==> config.mk <==
export PLATFORM = sky130hd
export DESIGN_NAME = twg_gate
export DESIGN_NICKNAME = d
export VERILOG_FILES = /design/src/rtl/twg_pkg.sv /design/src/rtl/twg_lat_calc.sv /design/src/rtl/twg_dncnt.sv /design/src/rtl/twg_gate.sv
export SDC_FILE = /design/constraint.sdc
export NUM_CORES = 1
export LEC_CHECK = 0
export ABC_AREA = 1
export BUFFER_PORTS_ARGS = -buffer_cell sky130_fd_sc_hd__buf_2
export CAP_MARGIN = 20
export CORE_MARGIN = 5
export CORE_UTILIZATION = 40
export CTS_BUF_LIST = sky130_fd_sc_hd__clkbuf_8 sky130_fd_sc_hd__clkbuf_16
export DETAILED_ROUTE_END_ITERATION = 6
export PLACE_DENSITY = 0.55
export SYNTH_ARGS = -nofsm -noshare
export SYNTH_HDL_FRONTEND = slang
export SYNTH_HIERARCHICAL = 1
export SYNTH_SLANG_ARGS = --single-unit
==> constraint.sdc <==
create_clock -name clk -period 6.7 [get_ports clk]
set_input_delay 1.675 -clock clk [delete_from_list [all_inputs] [get_ports clk]]
set_output_delay 1.675 -clock clk [all_outputs]
set_load 0.005 [all_outputs]
==> src/rtl/twg_pkg.sv <==
package twg_pkg;

   typedef enum logic [2:0] {
      CMD_NOP = 3'd0,
      CMD_ACT = 3'd1,
      CMD_WR  = 3'd2,
      CMD_RD  = 3'd3,
      CMD_PRE = 3'd4
   } twg_cmd_e;

   typedef enum logic [1:0] {
      HOLD_NONE = 2'd0,
      HOLD_WTR  = 2'd1,
      HOLD_WR   = 2'd2,
      HOLD_RP   = 2'd3
   } twg_hold_e;

endpackage

==> src/rtl/twg_lat_calc.sv <==
// Derives command spacings (in clocks) from the static timing configuration.
module twg_lat_calc #(
   parameter int LAT_W = 3,
   parameter int T_W   = 4,
   parameter int CNT_W = 8
) (
   input  logic [LAT_W-1:0] al,
   input  logic [LAT_W-1:0] cl,
   input  logic             bl8,
   input  logic [T_W-1:0]   twtr,
   input  logic [T_W-1:0]   twr,
   input  logic [T_W-1:0]   trp,
   output logic [CNT_W-1:0] rd_gap,
   output logic [CNT_W-1:0] pre_gap,
   output logic [CNT_W-1:0] act_gap
);

   localparam int NEED_W = ((LAT_W > T_W) ? LAT_W : T_W) + 2;

   if (CNT_W < NEED_W) begin : g_bad_width
      $error("twg_lat_calc: CNT_W too narrow for the configured latency widths");
   end

   logic [CNT_W-1:0] al_w, cl_w, cl_m1, half_burst, rl, wl;

   always_comb begin
      al_w       = CNT_W'(al);
      cl_w       = CNT_W'(cl);
      cl_m1      = (cl_w == '0) ? '0 : cl_w - CNT_W'(1);
      half_burst = bl8 ? CNT_W'(4) : CNT_W'(2);
      rl         = al_w + cl_w;
      wl         = (rl == '0) ? '0 : rl - CNT_W'(1);
      rd_gap     = cl_m1 + half_burst + CNT_W'(twtr);
      pre_gap    = wl + half_burst + CNT_W'(twr);
      act_gap    = CNT_W'(trp);
   end

endmodule

==> src/rtl/twg_dncnt.sv <==
// Spacing timer: loaded with a gap g on the issuing cycle, reports clear g cycles later.
module twg_dncnt #(
   parameter int CNT_W = 8
) (
   input  logic             clk,
   input  logic             rst_n,
   input  logic             load,
   input  logic [CNT_W-1:0] gap,
   output logic             clear
);

   if (CNT_W < 2) begin : g_bad_cnt
      $error("twg_dncnt: CNT_W must be at least 2");
   end

   logic [CNT_W-1:0] remain;

   always_ff @(posedge clk) begin
      if (!rst_n) begin
         remain <= '0;
      end else if (load) begin
         remain <= (gap == '0) ? '0 : gap - CNT_W'(1);
      end else if (remain != '0) begin
         remain <= remain - CNT_W'(1);
      end
   end

   assign clear = (remain == '0);

   // a load with a gap above one keeps the timer busy in the next cycle
   a_r2_load_blocks: assert property (@(posedge clk) disable iff (!rst_n)
      (load && gap > CNT_W'(1)) |=> !clear);

   // once clear and not reloaded, the timer stays clear
   a_r1_clear_holds: assert property (@(posedge clk) disable iff (!rst_n)
      (clear && !load) |=> clear);

endmodule

==> src/rtl/twg_gate.sv <==
module twg_gate #(
   parameter int NBANK       = 4,
   parameter int LAT_W       = 3,
   parameter int T_W         = 4,
   parameter bit PER_BANK_WR = 1'b1,
   localparam int BANK_W     = (NBANK > 1) ? $clog2(NBANK) : 1,
   localparam int CNT_W      = LAT_W + T_W + 2
) (
   input  logic              clk,
   input  logic              rst_n,
   input  logic [LAT_W-1:0]  cfg_al,
   input  logic [LAT_W-1:0]  cfg_cl,
   input  logic              cfg_bl8,
   input  logic [T_W-1:0]    cfg_twtr,
   input  logic [T_W-1:0]    cfg_twr,
   input  logic [T_W-1:0]    cfg_trp,
   input  logic              req_valid,
   input  logic [2:0]        req_cmd,
   input  logic [BANK_W-1:0] req_bank,
   output logic              req_ready,
   output logic [1:0]        hold_why
);
   import twg_pkg::*;

   if (NBANK < 2 || (NBANK & (NBANK - 1)) != 0) begin : g_bad_nbank
      $error("twg_gate: NBANK must be a power of two, at least 2");
   end
   if (LAT_W < 2 || T_W < 2) begin : g_bad_lat
      $error("twg_gate: LAT_W and T_W must be at least 2");
   end

   twg_cmd_e         cmd;
   logic [CNT_W-1:0] rd_gap, pre_gap, act_gap;
   logic             grant, wr_go, pre_go;
   logic             wtr_clear;
   logic [NBANK-1:0] wr_clear, rp_clear;
   logic             allowed;
   twg_hold_e        why;
   logic             started;

   assign cmd    = twg_cmd_e'(req_cmd);
   assign grant  = req_valid && req_ready;
   assign wr_go  = grant && (cmd == CMD_WR);
   assign pre_go = grant && (cmd == CMD_PRE);

   twg_lat_calc #(.LAT_W(LAT_W), .T_W(T_W), .CNT_W(CNT_W)) u_lat (
      .al(cfg_al), .cl(cfg_cl), .bl8(cfg_bl8),
      .twtr(cfg_twtr), .twr(cfg_twr), .trp(cfg_trp),
      .rd_gap(rd_gap), .pre_gap(pre_gap), .act_gap(act_gap)
   );

   // Write-to-read turnaround applies to every bank: one shared timer.
   twg_dncnt #(.CNT_W(CNT_W)) u_wtr (
      .clk(clk), .rst_n(rst_n), .load(wr_go), .gap(rd_gap), .clear(wtr_clear)
   );

   // Write recovery: one timer per bank, or one conservative shared timer.
   if (PER_BANK_WR) begin : g_wr_bank
      for (genvar b = 0; b < NBANK; b++) begin : g_b
         logic hit;
         assign hit = wr_go && (req_bank == BANK_W'(b));
         twg_dncnt #(.CNT_W(CNT_W)) u_wr (
            .clk(clk), .rst_n(rst_n), .load(hit), .gap(pre_gap), .clear(wr_clear[b])
         );
      end
   end else begin : g_wr_shared
      logic shared_clear;
      twg_dncnt #(.CNT_W(CNT_W)) u_wr (
         .clk(clk), .rst_n(rst_n), .load(wr_go), .gap(pre_gap), .clear(shared_clear)
      );
      assign wr_clear = {NBANK{shared_clear}};
   end

   // Row precharge: always tracked per bank.
   for (genvar b = 0; b < NBANK; b++) begin : g_rp
      logic hit;
      assign hit = pre_go && (req_bank == BANK_W'(b));
      twg_dncnt #(.CNT_W(CNT_W)) u_rp (
         .clk(clk), .rst_n(rst_n), .load(hit), .gap(act_gap), .clear(rp_clear[b])
      );
   end

   always_comb begin
      allowed = 1'b1;
      why     = HOLD_NONE;
      unique case (cmd)
         CMD_RD: begin
            allowed = wtr_clear;
            why     = HOLD_WTR;
         end
         CMD_PRE: begin
            allowed = wr_clear[req_bank];
            why     = HOLD_WR;
         end
         CMD_ACT: begin
            allowed = rp_clear[req_bank];
            why     = HOLD_RP;
         end
         default: begin
            allowed = 1'b1;
            why     = HOLD_NONE;
         end
      endcase
   end

   assign req_ready = allowed;
   assign hold_why  = (req_valid && !allowed) ? why : HOLD_NONE;

   always_ff @(posedge clk) begin
      if (!rst_n) started <= 1'b0;
      else        started <= 1'b1;
   end

   // NOP and WRITE are never held
   a_r7_nop_wr_ready: assert property (@(posedge clk) disable iff (!rst_n)
      (req_valid && (cmd == CMD_NOP || cmd == CMD_WR)) |-> req_ready);

   // a READ can never issue in the cycle right after a WRITE
   a_r3_rd_after_wr: assert property (@(posedge clk) disable iff (!rst_n)
      (started && $past(wr_go) && req_valid && cmd == CMD_RD) |-> !req_ready);

   // a same-bank PRECHARGE can never issue right after a WRITE
   a_r4_pre_after_wr: assert property (@(posedge clk) disable iff (!rst_n)
      (started && $past(wr_go) && req_valid && cmd == CMD_PRE
       && req_bank == $past(req_bank)) |-> !req_ready);

   // ACTIVATE held right after a same-bank PRECHARGE when tRP exceeds one
   a_r6_act_after_pre: assert property (@(posedge clk) disable iff (!rst_n)
      (started && $past(pre_go) && req_valid && cmd == CMD_ACT
       && req_bank == $past(req_bank) && cfg_trp > T_W'(1)) |-> !req_ready);

   // a reason is given exactly for held valid requests
   a_r10_reason: assert property (@(posedge clk) disable iff (!rst_n)
      (req_valid && !req_ready) |-> (hold_why != HOLD_NONE));
   a_r10_no_reason: assert property (@(posedge clk) disable iff (!rst_n)
      (req_ready || !req_valid) |-> (hold_why == HOLD_NONE));

endmodule

==> results summary, run 1 <==
The per-cell routed wire length came out at ~11 um. In the final layout, the share of cells above drive strength 1 is around 18%. Setup slack on the worst reg-to-reg path comes out at ~3.9 ns. The layout overhead on the synthesized area is 9.55%. The Yosys step of the flow raised 6 warnings.

Summed over all failing endpoints, the final setup total negative slack is 0 ns. Timing analysis after detailed placement gives a worst setup slack of between 1 and 1.5 ns. The repair_antennas step left the layout with diodes totalling 0.

The combinational power share is between 60% and 70%. Synthesis handed over a netlist of roughly 1400 instances. The type of the worst setup path is input port to flop. The post-place instance area is roughly 8700 um^2. The via count is 7977. The setup clock skew after layout is about 0.009 ns. The wire length of the first global-routing pass is between 30000 and 40000 um.

The floorplan has between 50 and 60 rows. No sink is reached through more buffers than the 2 on the longest clock path. The number of DRC markers after the initial detailed-route iteration is between 300 and 400. The reported max-cap violation count came out at 0. The endpoint identified for the worst register-to-register timing path is g_rp[3].u_rp/remain[5].

The CTS buffer count is 9. The final hold violation count came to 0. The tightest slew margin relative to the limit is between 50% and 60%. The clock insertion delay at the later pin of the skew report is around 0.35 ns. STA classifies the critical path startpoint as an input port. The count of input and output buffers came out at 29. In the finished design, the share of the clock period the worst path needs comes to 73.8%.

The number of sinks on the clock net came out at 81. The total standard cell area after synthesis came out at 8280 um^2. The count of pins over their slew limit is 0. The number of nets still failing antenna checks after routing is 0.

The synthesized flop and latch total is roughly 80. The core box area came out at around 20000 um^2. Once layout is done, the placed cells without fillers occupy 9070 um^2. Power spread over the standard cell area amounts to 428 nW/um^2. The setup fix buffers added after clock tree synthesis came out at 0.

In this run the worst setup path terminates at g_wr_bank.g_b[0].u_wr/remain[5]. The largest individual stage delay along the critical path comes from the cell fa_1. Net switching is 49.6% of the power. For the worst setup path, the data arrival time is approximately 5.2 ns. The maximum ir drop on the vdd rail is about 0.00013 V. Wires add up to 18600 um. The routability congestion estimate came out at 0.805. Setup repair after global routing left no endpoint under its margin. The pin count of the biggest net entering global routing came out at 64. The design internal power is slightly below 2 mW. The portion of total power attributed to sequential cells is roughly a fifth. Sequential elements use 19.6% of the synthesized area. The total overflow reported by the global router came out at 0.

The number of antenna violations at the first check in global routing came out at 0. After synthesis, the netlist uses 28 different library cells. In this run the count of I/O pins placed on the die edge is 30. The total of endpoints with negative setup slack in the final report is 0. The kind of end point of the critical path is a flop. The maximum single-stage delay on the critical path is between 0.4 and 0.5 ns. The share of power burned in the clock network came out at between 10% and 20%. The worst hold path belongs to the class flop to flop.

The power spent charging and discharging nets is slightly below 2 mW. The die outline height came out at 154 um. The quantity of gates resized following cts came out at 0. The number of global-route vias before repair came out at 7328. The H-tree depth came out at 3. The worst register-to-register path begins at g_wr_bank.g_b[3].u_wr/remain[0]. After detailed routing, the number of vias per cell comes to about 4.7. The highest clock frequency the design can meet came out at 202 MHz. The worst-path maximum fanout came out at 16.

The count of nets after finishing is 1499. The CTS tree is yes. Walking the worst path, the cells encountered are buf_2, ha_1, fa_1, nor2_2, inv_2, nor2_4, nand2_1, nand2_1, fa_1, ha_1, nand3_1, nand2_1, nand2_1, nand2_1, inv_1, nand2_1, nor2_1, nand3_2, nand2_2, nor2_1, nor2_1, nor2_2. The die covers roughly 24000 um^2.

The remaining design rule violation count came out at 0. The worst setup margin came out at around 1.8 ns. The transition time at the pin with the least slew margin is ~0.73 ns.

The initial core utilization came out at ~41%. The total routing resource utilization after global routing is 16.0%. The number of cells on the worst reg-to-reg path came out at 19.

The final critical path time including I/O delays and setup is slightly below 5 ns. Buffers inserted to repair hold after CTS numbered 0. Summed over all nets, the half-perimeter wirelength after detailed placement is between 10000 and 15000 um.

The cell repeated most along the worst path is nand2_1. The first element of the critical path is cfg_cl[0]. The cell sitting at the root of the clock tree is a clkbuf_16. The synthesized area divided by synthesized cell count came out at between 5 and 6 um^2. After clock tree synthesis, the clock-pin slew on the worst setup and hold paths is approximately 0.060 ns.

The die outline width is between 150 and 200 um. The flow ran to the end, and the final reports show no timing, DRC or antenna violations. The static leakage power is 4.62 nW. The first detailed-routing pass ran for 5 iterations. At the worst endpoint, the required time is around 7 ns.
[Yosys cell counts (all sizes together)]
cell / count / area [um^2]
nand4: 19 / 119
dfxtp: 81 / 1620
o21ai: 94 / 470
xor2: 19 / 166
ha: 36 / 450
nand3b: 10 / 75.1
a21oi: 34 / 174
xnor2: 10 / 87.6
inv: 252 / 946
conb: 1 / 3.75
nand2: 420 / 1790
or2: 9 / 56.3
clkinv: 9 / 33.8
nand3: 140 / 858
nor3: 1 / 10.0
fa: 7 / 140
nor2: 232 / 1190
buf: 11 / 82.6
[placed cells by master, fill, tap and decap left out, types with 2 or more instances in the layout]
master and n:
bufinv_16 2, nor2_4 11, nand3_2 29, xnor2_1 10
nor2_8 9, inv_2 58, buf_4 3, nor2_1 174
nand3_1 110, clkbuf_16 9, dfxtp_1 81, nor2_2 38
ha_1 36, nand3b_1 10, a21oi_1 33, fa_1 7
o21ai_1 46, buf_2 29, o21ai_0 48, nand4_1 19
clkinv_1 9, nand2_4 18, conb_1 13, inv_1 196
or2_2 9, xor2_1 19, nand2_1 370, nand2_2 32
[metal layers]
layer	GRT usage (%)	vias to the layer above	wire, um
met4	4.58	0	274
met5	0	-	0
met3	2.22	17	434
met1	20.2	3512	8810
met2	28.3	78	9060
li1	-	4370	-
[metrics by stage]
stage	hold WS [ns]	power (mW)	util (%)	std cells
after floorplan	0.521	2.92	-	1397
after global placement	0.547	3.34	43.1	1688
after detailed placement	0.547	3.36	43.1	1688
after CTS	0.562	3.93	44.7	1704
after global routing	0.572	4.35	44.7	1704
final	0.552	3.88	44.7	1704
[worst min-delay path by stage]
stage / startpoint / to / slack [ns] / cells after the start
finish: g_wr_bank.g_b[0].u_wr/remain[7] / g_wr_bank.g_b[0].u_wr/remain[7] / 0.55 / 3
global route: g_rp[2].u_rp/remain[7] / g_rp[2].u_rp/remain[7] / 0.57 / 3
CTS: g_wr_bank.g_b[0].u_wr/remain[7] / g_wr_bank.g_b[0].u_wr/remain[7] / 0.56 / 3
detailed placement: g_rp[2].u_rp/remain[7] / g_rp[2].u_rp/remain[7] / 0.55 / 3
global placement: g_wr_bank.g_b[2].u_wr/remain[7] / g_wr_bank.g_b[2].u_wr/remain[7] / 0.55 / 3
floorplan: u_wtr/remain[7] / u_wtr/remain[7] / 0.52 / 3
[power by group through the flow]
stage,Clock [mW],Combinational (mW),Sequential [mW]
after floorplan,0,2.11,0.805
after global placement,0,2.51,0.838
after detailed placement,0,2.52,0.838
after CTS,0.560,2.54,0.827
after global routing,0.578,2.92,0.853
final,0.540,2.51,0.826
[cells by family after synthesis]
logic type | after synthesis | synth area share [%]
fa+ha+maj | 43 | 7.13
buf+inv | 272 | 12.8
other cells | 1 | 0.0453
flops | 81 | 19.6
xor+xnor | 29 | 3.07
simple gates | 831 | 49.6
compound gates | 128 | 7.78
[registers in the layout, indices dropped and copies added, names as in the netlist]
register,count
g_rp.u_rp/remain,36
g_wr_bank.g_b.u_wr/remain,36
u_wtr/remain,9
[layout make-up]
cell class | count | area (um^2)
multi-input cells | 1044 | 5640
fillers | 2231 | 11200
clock buffers | 10 | 239
well taps | 270 | 338
clock inverters | 6 | 83.8
flip-flops and latches | 81 | 1620
inverters | 261 | 980
repair buffers | 32 | 168
[worst max-delay path: cells and delay by family]
kind / cells / cell delay (ns)
fa+ha+maj: 4 / 1.45
buf+inv: 3 / 0.33
simple gates: 15 / 1.73
Power figures use the tool's default switching activity.
==> inputs of run 2 (changes only) <==
==> constraint.sdc (replaced) <==
create_clock -name clk -period 5.08 [get_ports clk]
set_input_delay 1.27 -clock clk [delete_from_list [all_inputs] [get_ports clk]]
set_output_delay 1.27 -clock clk [all_outputs]
set_load 0.005 [all_outputs]
==> run 2 against run 1 <==
- clock skew rose by 0.0015 ns
- cell area shrank 0.43%
- critical path type unchanged
- setup slack worse by 1.2 ns
==> results summary, run 2 (synthesis gave the netlist of run 1 again) <==
The sort of element at the start of the critical path is an input port. The run finished with clean final reports. The total routing resource utilization after global routing is 15.8% (-0.13 points). The remaining design rule violation count came out at 0 (unchanged).

The number of antenna violations at the first check in global routing came out at 0 (unchanged). The share of the core filled with cells was 44.5% (-0.19 points). The share of final-layout standard cells stronger than drive strength 1 came out at 17.7% (+0.082 points). The data arrival at the endpoint of the critical path came out at 4.76 ns (-0.43 ns). The count of pins over their slew limit is 0 (unchanged).

The clock slew at the register clock pins of the worst setup and hold paths came out at 0.06 ns (about the same). The combinational power share came to 66.0% (+1.2 points). The critical path goes through buf_2, ha_1, fa_1, nor2_2, inv_2, nor2_4, nand2_1, nand2_1, fa_1, ha_1, nand3_1, nand2_1, nand2_1, nand2_1, inv_1, nand2_1, nor2_1, nand3_2, nand2_2, nor2_1, nor2_1, nor2_2. The total iterations of the first detailed-routing run was 5 (unchanged). The tightest slew margin relative to the limit came to 31.9% (-20 points).

The routability congestion estimate came out at 0.795 (-1.2%). The design internal power came out at 2.49 mW (+27%). The tightest min-delay check is of the flop to flop type. The number of nets still failing antenna checks after routing is 0 (unchanged). The die outline width came to 154 um (unchanged). The quantity of gates resized following cts is 0 (unchanged). The type of the worst setup path is input port to flop. The data required time of the critical path came out at 5.32 ns (-1.63 ns). The slowest cell on the critical path is fa_1. The post-place instance area is 8750 um^2 (unchanged). The detailed placement HPWL is 14500 um (about the same).

The number of sinks on the clock net is 81 (unchanged). The transition time at the pin with the least slew margin came to 1.02 ns (+0.293 ns). The core box area is 20300 um^2 (unchanged). The total overflow reported by the global router is 0 (unchanged). The reported max-cap violation count is 0 (unchanged). The routed wire length is 18500 um (-0.47%). The minimum setup slack among reg-to-reg paths came to 2.26 ns (-1.59 ns). The setup clock skew after layout is 0.0102 ns (+0.00146 ns).

The clock insertion delay at the later pin of the skew report came to 0.35 ns (about the same). The maximum single-stage delay on the critical path came out at 0.47 ns (about the same). The pin count of the biggest net entering global routing came out at 49 (-23%). In the final layout, the registers with the most flip-flops are g_rp.u_rp/remain: 36 flops, g_wr_bank.g_b.u_wr/remain: 36 flops, u_wtr/remain: 9 flops. The CTS tree is yes.

The final hold violation count is 0 (unchanged). The worst slack at placement is 0.182 ns (-1.19 ns). The number of global-route vias before repair came out at 7263 (-0.89%). The power spent charging and discharging nets was 2.55 mW (+32%).

The detailed-route vias per instance is 4.64 (-0.81%). The cell area power density is 558 nW/um^2 (+30%). The hold-fix buffer count after cts came out at 0 (unchanged). The setup fix buffers added after clock tree synthesis came out at 0 (unchanged).

The total of endpoints with negative setup slack in the final report is 0 (unchanged). The die outline height came out at 154 um (unchanged). The portion of the clock cycle consumed by the worst path in the final layout came out at around 89%. The final critical path time including I/O delays and setup is ~4.5 ns.

The root buffer cell chosen for the clock tree is clkbuf_16. The portion of total power attributed to sequential cells is 21.6% (+0.3 points). The leading cell type in the layout, fill and taps excluded is nand2_1. The post-route cell area was 9030 um^2 (-0.43%). The highest clock frequency the design can meet is 222 MHz. The number of DRC markers after the initial detailed-route iteration was 346 (-5.5%). The CTS buffer count is 9 (unchanged).

The count of input and output buffers came out at 29 (unchanged). The H-tree depth is 3 (unchanged). Setup repair after global routing left no endpoint under its margin.

The per-cell routed wire length is 10.8 um (-0.47%). The fraction of power spent switching nets came out at 50.5% (+0.93 points). The count of standard-cell rows is 52 (unchanged). The maximum number of buffers from clock root to sink came out at 2 (unchanged). The library cells used most frequently in the layout, excluding fill and tap cells, are nand2_1 (370), inv_1 (194), nor2_1 (174).

The kind of end point of the critical path is a flop. The family with the most delay on the worst path is simple AND/OR/NAND/NOR gates. The maximum ir drop on the vdd rail is 0.000203 V (+63%).

The wire length of the first global-routing pass came to 32000 um (-1.4%). The total power after layout is 5.04 mW (+30%). The share of power burned in the clock network came to 12.4% (-1.5 points).

The initial core utilization is 40.8% (unchanged). The worst-path maximum fanout came to 16 (unchanged). The static leakage power is 4.59 nW (-0.60%). The total die area came out at 23700 um^2 (unchanged). The most numerous cell type found on the critical path is nand2_1. The via count was 7912 (-0.81%). The count of pins on the block boundary came out at 30 (unchanged). The count of buffer and inverter cells on the critical path came out at 3 (unchanged). The worst setup margin is 0.568 ns (-1.19 ns). The layout overhead on the synthesized area is 9.08%. The count of nets after finishing is 1499 (unchanged). The sum of negative setup slack came out at 0 ns (unchanged).
[run 2: path summary, 6_finish.rpt]
| path | from | end | depth (start not counted) |
|---|---|---|---|
| max | cfg_cl[0] | g_wr_bank.g_b[1].u_wr/remain[5] | 22 |
| min | g_wr_bank.g_b[0].u_wr/remain[7] | g_wr_bank.g_b[0].u_wr/remain[7] | 3 |
| max reg2reg | g_rp[3].u_rp/remain[0] | g_rp[1].u_rp/remain[5] | 19 |
| min reg2reg | g_wr_bank.g_b[0].u_wr/remain[7] | g_wr_bank.g_b[0].u_wr/remain[7] | 3 |
[run 2: cell type report]
| class | count | area, um^2 |
|---|---|---|
| fill | 2230 | 11300 |
| multi-input combinational | 1044 | 5640 |
| sequential | 81 | 1620 |
| inverter | 261 | 980 |
| tap | 270 | 338 |
| clock buffer | 11 | 253 |
| timing repair buffer | 32 | 168 |
| clock inverter | 4 | 28.8 |
| antenna | 1 | 2.50 |
[run 2: layer usage]
metal | vias to the layer above | GRT usage (%) | routed length (um)
met2 | 60 | 28.8 | 8960
met1 | 3469 | 19.6 | 8940
met5 | - | 0 | 0
met3 | 13 | 2.30 | 394
li1 | 4370 | - | -
met4 | 0 | 3.95 | 195
[run 2: worst register-to-register path, cell delays in order (launching register included)]
cell and delay [ns]:
dfxtp_1 0.31, inv_2 0.07, ha_1 0.24, nand2_2 0.11
nor2_4 0.12, nand2_4 0.08, nor2_8 0.13, nand2_1 0.08
nand2_1 0.07, nand2_1 0.04, nand2_1 0.11, nand2_2 0.08
nand3_4 0.08, nand3_2 0.12, nor2_1 0.46, inv_2 0.23
nand2_4 0.17, nand2_2 0.06, nor2_1 0.12, nor2_2 0.04
[run 2: power by group through the flow]
stage	clock network, mW	registers (mW)	logic, mW
after floorplan	0	1.06	2.79
after global routing	0.675	1.12	3.85
after detailed placement	0	1.10	3.33
after CTS	0.652	1.09	3.35
after global placement	0	1.10	3.30
final	0.625	1.09	3.32
[run 2: through the flow]
stage               hold WS (ns)  cells
CTS                        0.552   1703
global route               0.572   1703
global placement           0.548   1688
finish                     0.550   1704
detailed placement         0.543   1688
floorplan                  0.521   1397
==> inputs of run 3 (changes only) <==
--- a/config.mk
+++ b/config.mk
@@ -12,6 +12,7 @@
 export CORE_UTILIZATION = 40
 export CTS_BUF_LIST = sky130_fd_sc_hd__clkbuf_8 sky130_fd_sc_hd__clkbuf_16
 export DETAILED_ROUTE_END_ITERATION = 6
+export MAX_ROUTING_LAYER = met4
 export PLACE_DENSITY = 0.55
 export SYNTH_ARGS = -nofsm -noshare
 export SYNTH_HDL_FRONTEND = slang
==> run 3 against run 2 <==
- setup slack better by 0.0013 ns
- cell count unchanged
- hold slack hardly changed
- largest cell class unchanged
- sequential share of layout area unchanged
- non-clock buffer count did not move
- global-route usage grew 0.46 points
- die area did not move
- combinational power about the same
- critical path type unchanged
- sequential cell count unchanged
- clock power about the same
==> results summary, run 3 (synthesis gave the netlist of run 1 again) <==
The run finished with clean final reports. The minimum hold slack came out at 0.550 ns (+0.00000900 ns). The per-cell routed wire length came out at 10.8 um (about the same). The detailed placement HPWL was 14500 um (unchanged).

The initial core utilization came out at 40.8% (unchanged). The hold-fix buffer count after cts is 0 (unchanged). The layout overhead on the synthesized area came to 9.08% (unchanged). The worst setup margin was 0.569 ns (+0.00129 ns). The total die area is 23700 um^2 (unchanged). The tightest slew margin relative to the limit is 32.6% (+0.72 points). In this run the clock root is driven by a clkbuf_16. The setup clock skew after layout is 0.00970 ns (-0.000523 ns).

The static leakage power came to 4.59 nW (unchanged). The maximum ir drop on the vdd rail is 0.000204 V (+0.15%). The final hold violation count is 0 (unchanged). Setup repair after global routing left no endpoint under its margin. The sum of negative setup slack came out at 0 ns (unchanged). The routed wire length is 18500 um (about the same). The startpoint of the worst-slack reg-to-reg timing path is g_rp[3].u_rp/remain[0]. The worst setup path is of the input port to flop kind. The core box area is 20300 um^2 (unchanged). The worst setup path is launched from an input port. The portion of the clock cycle consumed by the worst path in the final layout is 88.8% (about the same). The path category of the worst min-delay check is flop to flop. The total overflow reported by the global router is 0 (unchanged).

The number of antenna violations at the first check in global routing is 0 (unchanged). The number of nets still failing antenna checks after routing came out at 0 (unchanged). STA classifies the critical path endpoint as a flop. The hold path depth was 3 (unchanged). The total iterations of the first detailed-routing run came to 5 (unchanged).

The data arrival at the endpoint of the critical path came out at 4.76 ns (about the same). The number of global-route vias before repair came out at 7263 (unchanged). The count of nets after finishing came out at 1499 (unchanged). The die outline height came to 154 um (unchanged). The clock insertion delay at the later pin of the skew report came out at 0.35 ns (about the same). In the layout the commonest cells are nand2_1 (370), inv_1 (194), nor2_1 (174). The data required time of the critical path is 5.33 ns (about the same). The final critical path time including I/O delays and setup is 4.51 ns (-0.00129 ns). The total power after layout came to 5.04 mW (about the same).

The largest registers in the layout are g_rp.u_rp/remain: 36 flops, g_wr_bank.g_b.u_wr/remain: 36 flops, u_wtr/remain: 9 flops. The count of standard-cell rows was 52 (unchanged). The via count came out at 7924 (+0.15%). The wire length of the first global-routing pass came out at 32000 um (about the same). The total of fill cells in the finished design is 2230 (unchanged). The count of pins over their slew limit is 0 (unchanged). The highest clock frequency the design can meet is 222 MHz (about the same).

The quantity of gates resized following cts is 0 (unchanged). The transition time at the pin with the least slew margin is 1.01 ns (-0.0108 ns). The sequential cell area is 1620 um^2 (unchanged). The CTS buffer count came to 9 (unchanged). The total of endpoints with negative setup slack in the final report is 0 (unchanged).

The H-tree depth is 3 (unchanged). The hold path endpoint is g_wr_bank.g_b[0].u_wr/remain[7]. The count of input and output buffers came out at 29 (unchanged).

The number of DRC markers after the initial detailed-route iteration is 350 (+1.2%). The number of sinks on the clock net is 81 (unchanged). The routability congestion estimate was 0.808 (+1.6%). The startpoint of the tightest hold check path is g_wr_bank.g_b[0].u_wr/remain[7]. The count of pins on the block boundary came to 30 (unchanged).

The pin count of the biggest net entering global routing came out at 49 (unchanged). The end of the worst register-to-register path is g_rp[1].u_rp/remain[5]. The worst slack at placement is 0.182 ns (unchanged). The detailed-route vias per instance came out at 4.65 (+0.15%). The reported max-cap violation count came to 0 (unchanged). The CTS tree is yes. The clock slew at the register clock pins of the worst setup and hold paths was 0.06 ns (about the same).

The leading cell type in the layout, fill and taps excluded is nand2_1. The total routing resource utilization after global routing is 16.3% (+0.46 points). The remaining design rule violation count was 0 (unchanged). The area of combinational cells with multiple inputs was 5640 um^2 (unchanged). The setup fix buffers added after clock tree synthesis was 0 (unchanged). The cell area power density came out at 558 nW/um^2 (about the same).

The number of cells on the worst reg-to-reg path came out at 19 (unchanged). The share of final-layout standard cells stronger than drive strength 1 came out at 17.7% (unchanged). The maximum number of buffers from clock root to sink is 2 (unchanged).

The die outline width is 154 um (unchanged). The minimum setup slack among reg-to-reg paths is 2.26 ns (about the same). The worst-path maximum fanout came to 16 (unchanged).
==> run 3: how the worst max path moves through the flow <==
stage | start | to | cells after the start
after floorplan | cfg_al[0] | g_wr_bank.g_b[0].u_wr/remain[4] | 19
after global placement | cfg_cl[0] | g_wr_bank.g_b[1].u_wr/remain[5] | 22
after detailed placement | cfg_cl[0] | g_wr_bank.g_b[1].u_wr/remain[5] | 22
after CTS | cfg_cl[0] | g_wr_bank.g_b[1].u_wr/remain[5] | 22
after global routing | cfg_cl[0] | g_wr_bank.g_b[2].u_wr/remain[5] | 22
final | cfg_cl[0] | g_wr_bank.g_b[1].u_wr/remain[5] | 22
==> run 3: metrics by stage <==
stage                     instance area, um^2  util, %  instances
after floorplan                          8330        -       1397
after global placement                   8750     43.1       1688
after detailed placement                 8750     43.1       1688
after CTS                                9030     44.5       1703
after global routing                     9030     44.5       1703
final                                    9030     44.5       1704
==> run 3: routing by layer <==
| layer | vias up | global-route usage [%] | share of wire (%) |
|---|---|---|---|
| li1 | 4370 | - | - |
| met1 | 3479 | 19.6 | 48 |
| met2 | 61 | 28.8 | 49 |
| met3 | 14 | 2.28 | 2.1 |
| met4 | 0 | 3.95 | 1.0 |
| met5 | - | - | 0 |
==> run 3: critical path, stage by stage <==
cell and delay, ns:
buf_2 0.12, ha_1 0.20, fa_1 0.47, nor2_2 0.14
inv_2 0.07, nor2_4 0.10, nand2_1 0.06, nand2_1 0.07
fa_1 0.45, ha_1 0.31, nand3_1 0.10, nand2_1 0.09
nand2_1 0.07, nand2_1 0.36, inv_1 0.14, nand2_1 0.06
nor2_1 0.16, nand3_2 0.12, nand2_2 0.13, nor2_1 0.08
nor2_1 0.14, nor2_2 0.04
==> run 3: where the power goes <==
part	switching, mW	internal (mW)
Combinational	2.08	1.24
Sequential	0.191	0.898
Clock	0.270	0.355
==> run 3: final cells by class <==
class / instances / share of cell area, %
diodes: 1 / 0.0277
clock buffers: 11 / 2.80
clock inverters: 4 / 0.319
inverters: 261 / 10.8
multi-input cells: 1044 / 62.5
flip-flops and latches: 81 / 18.0
well taps: 270 / 3.74
repair buffers: 32 / 1.86
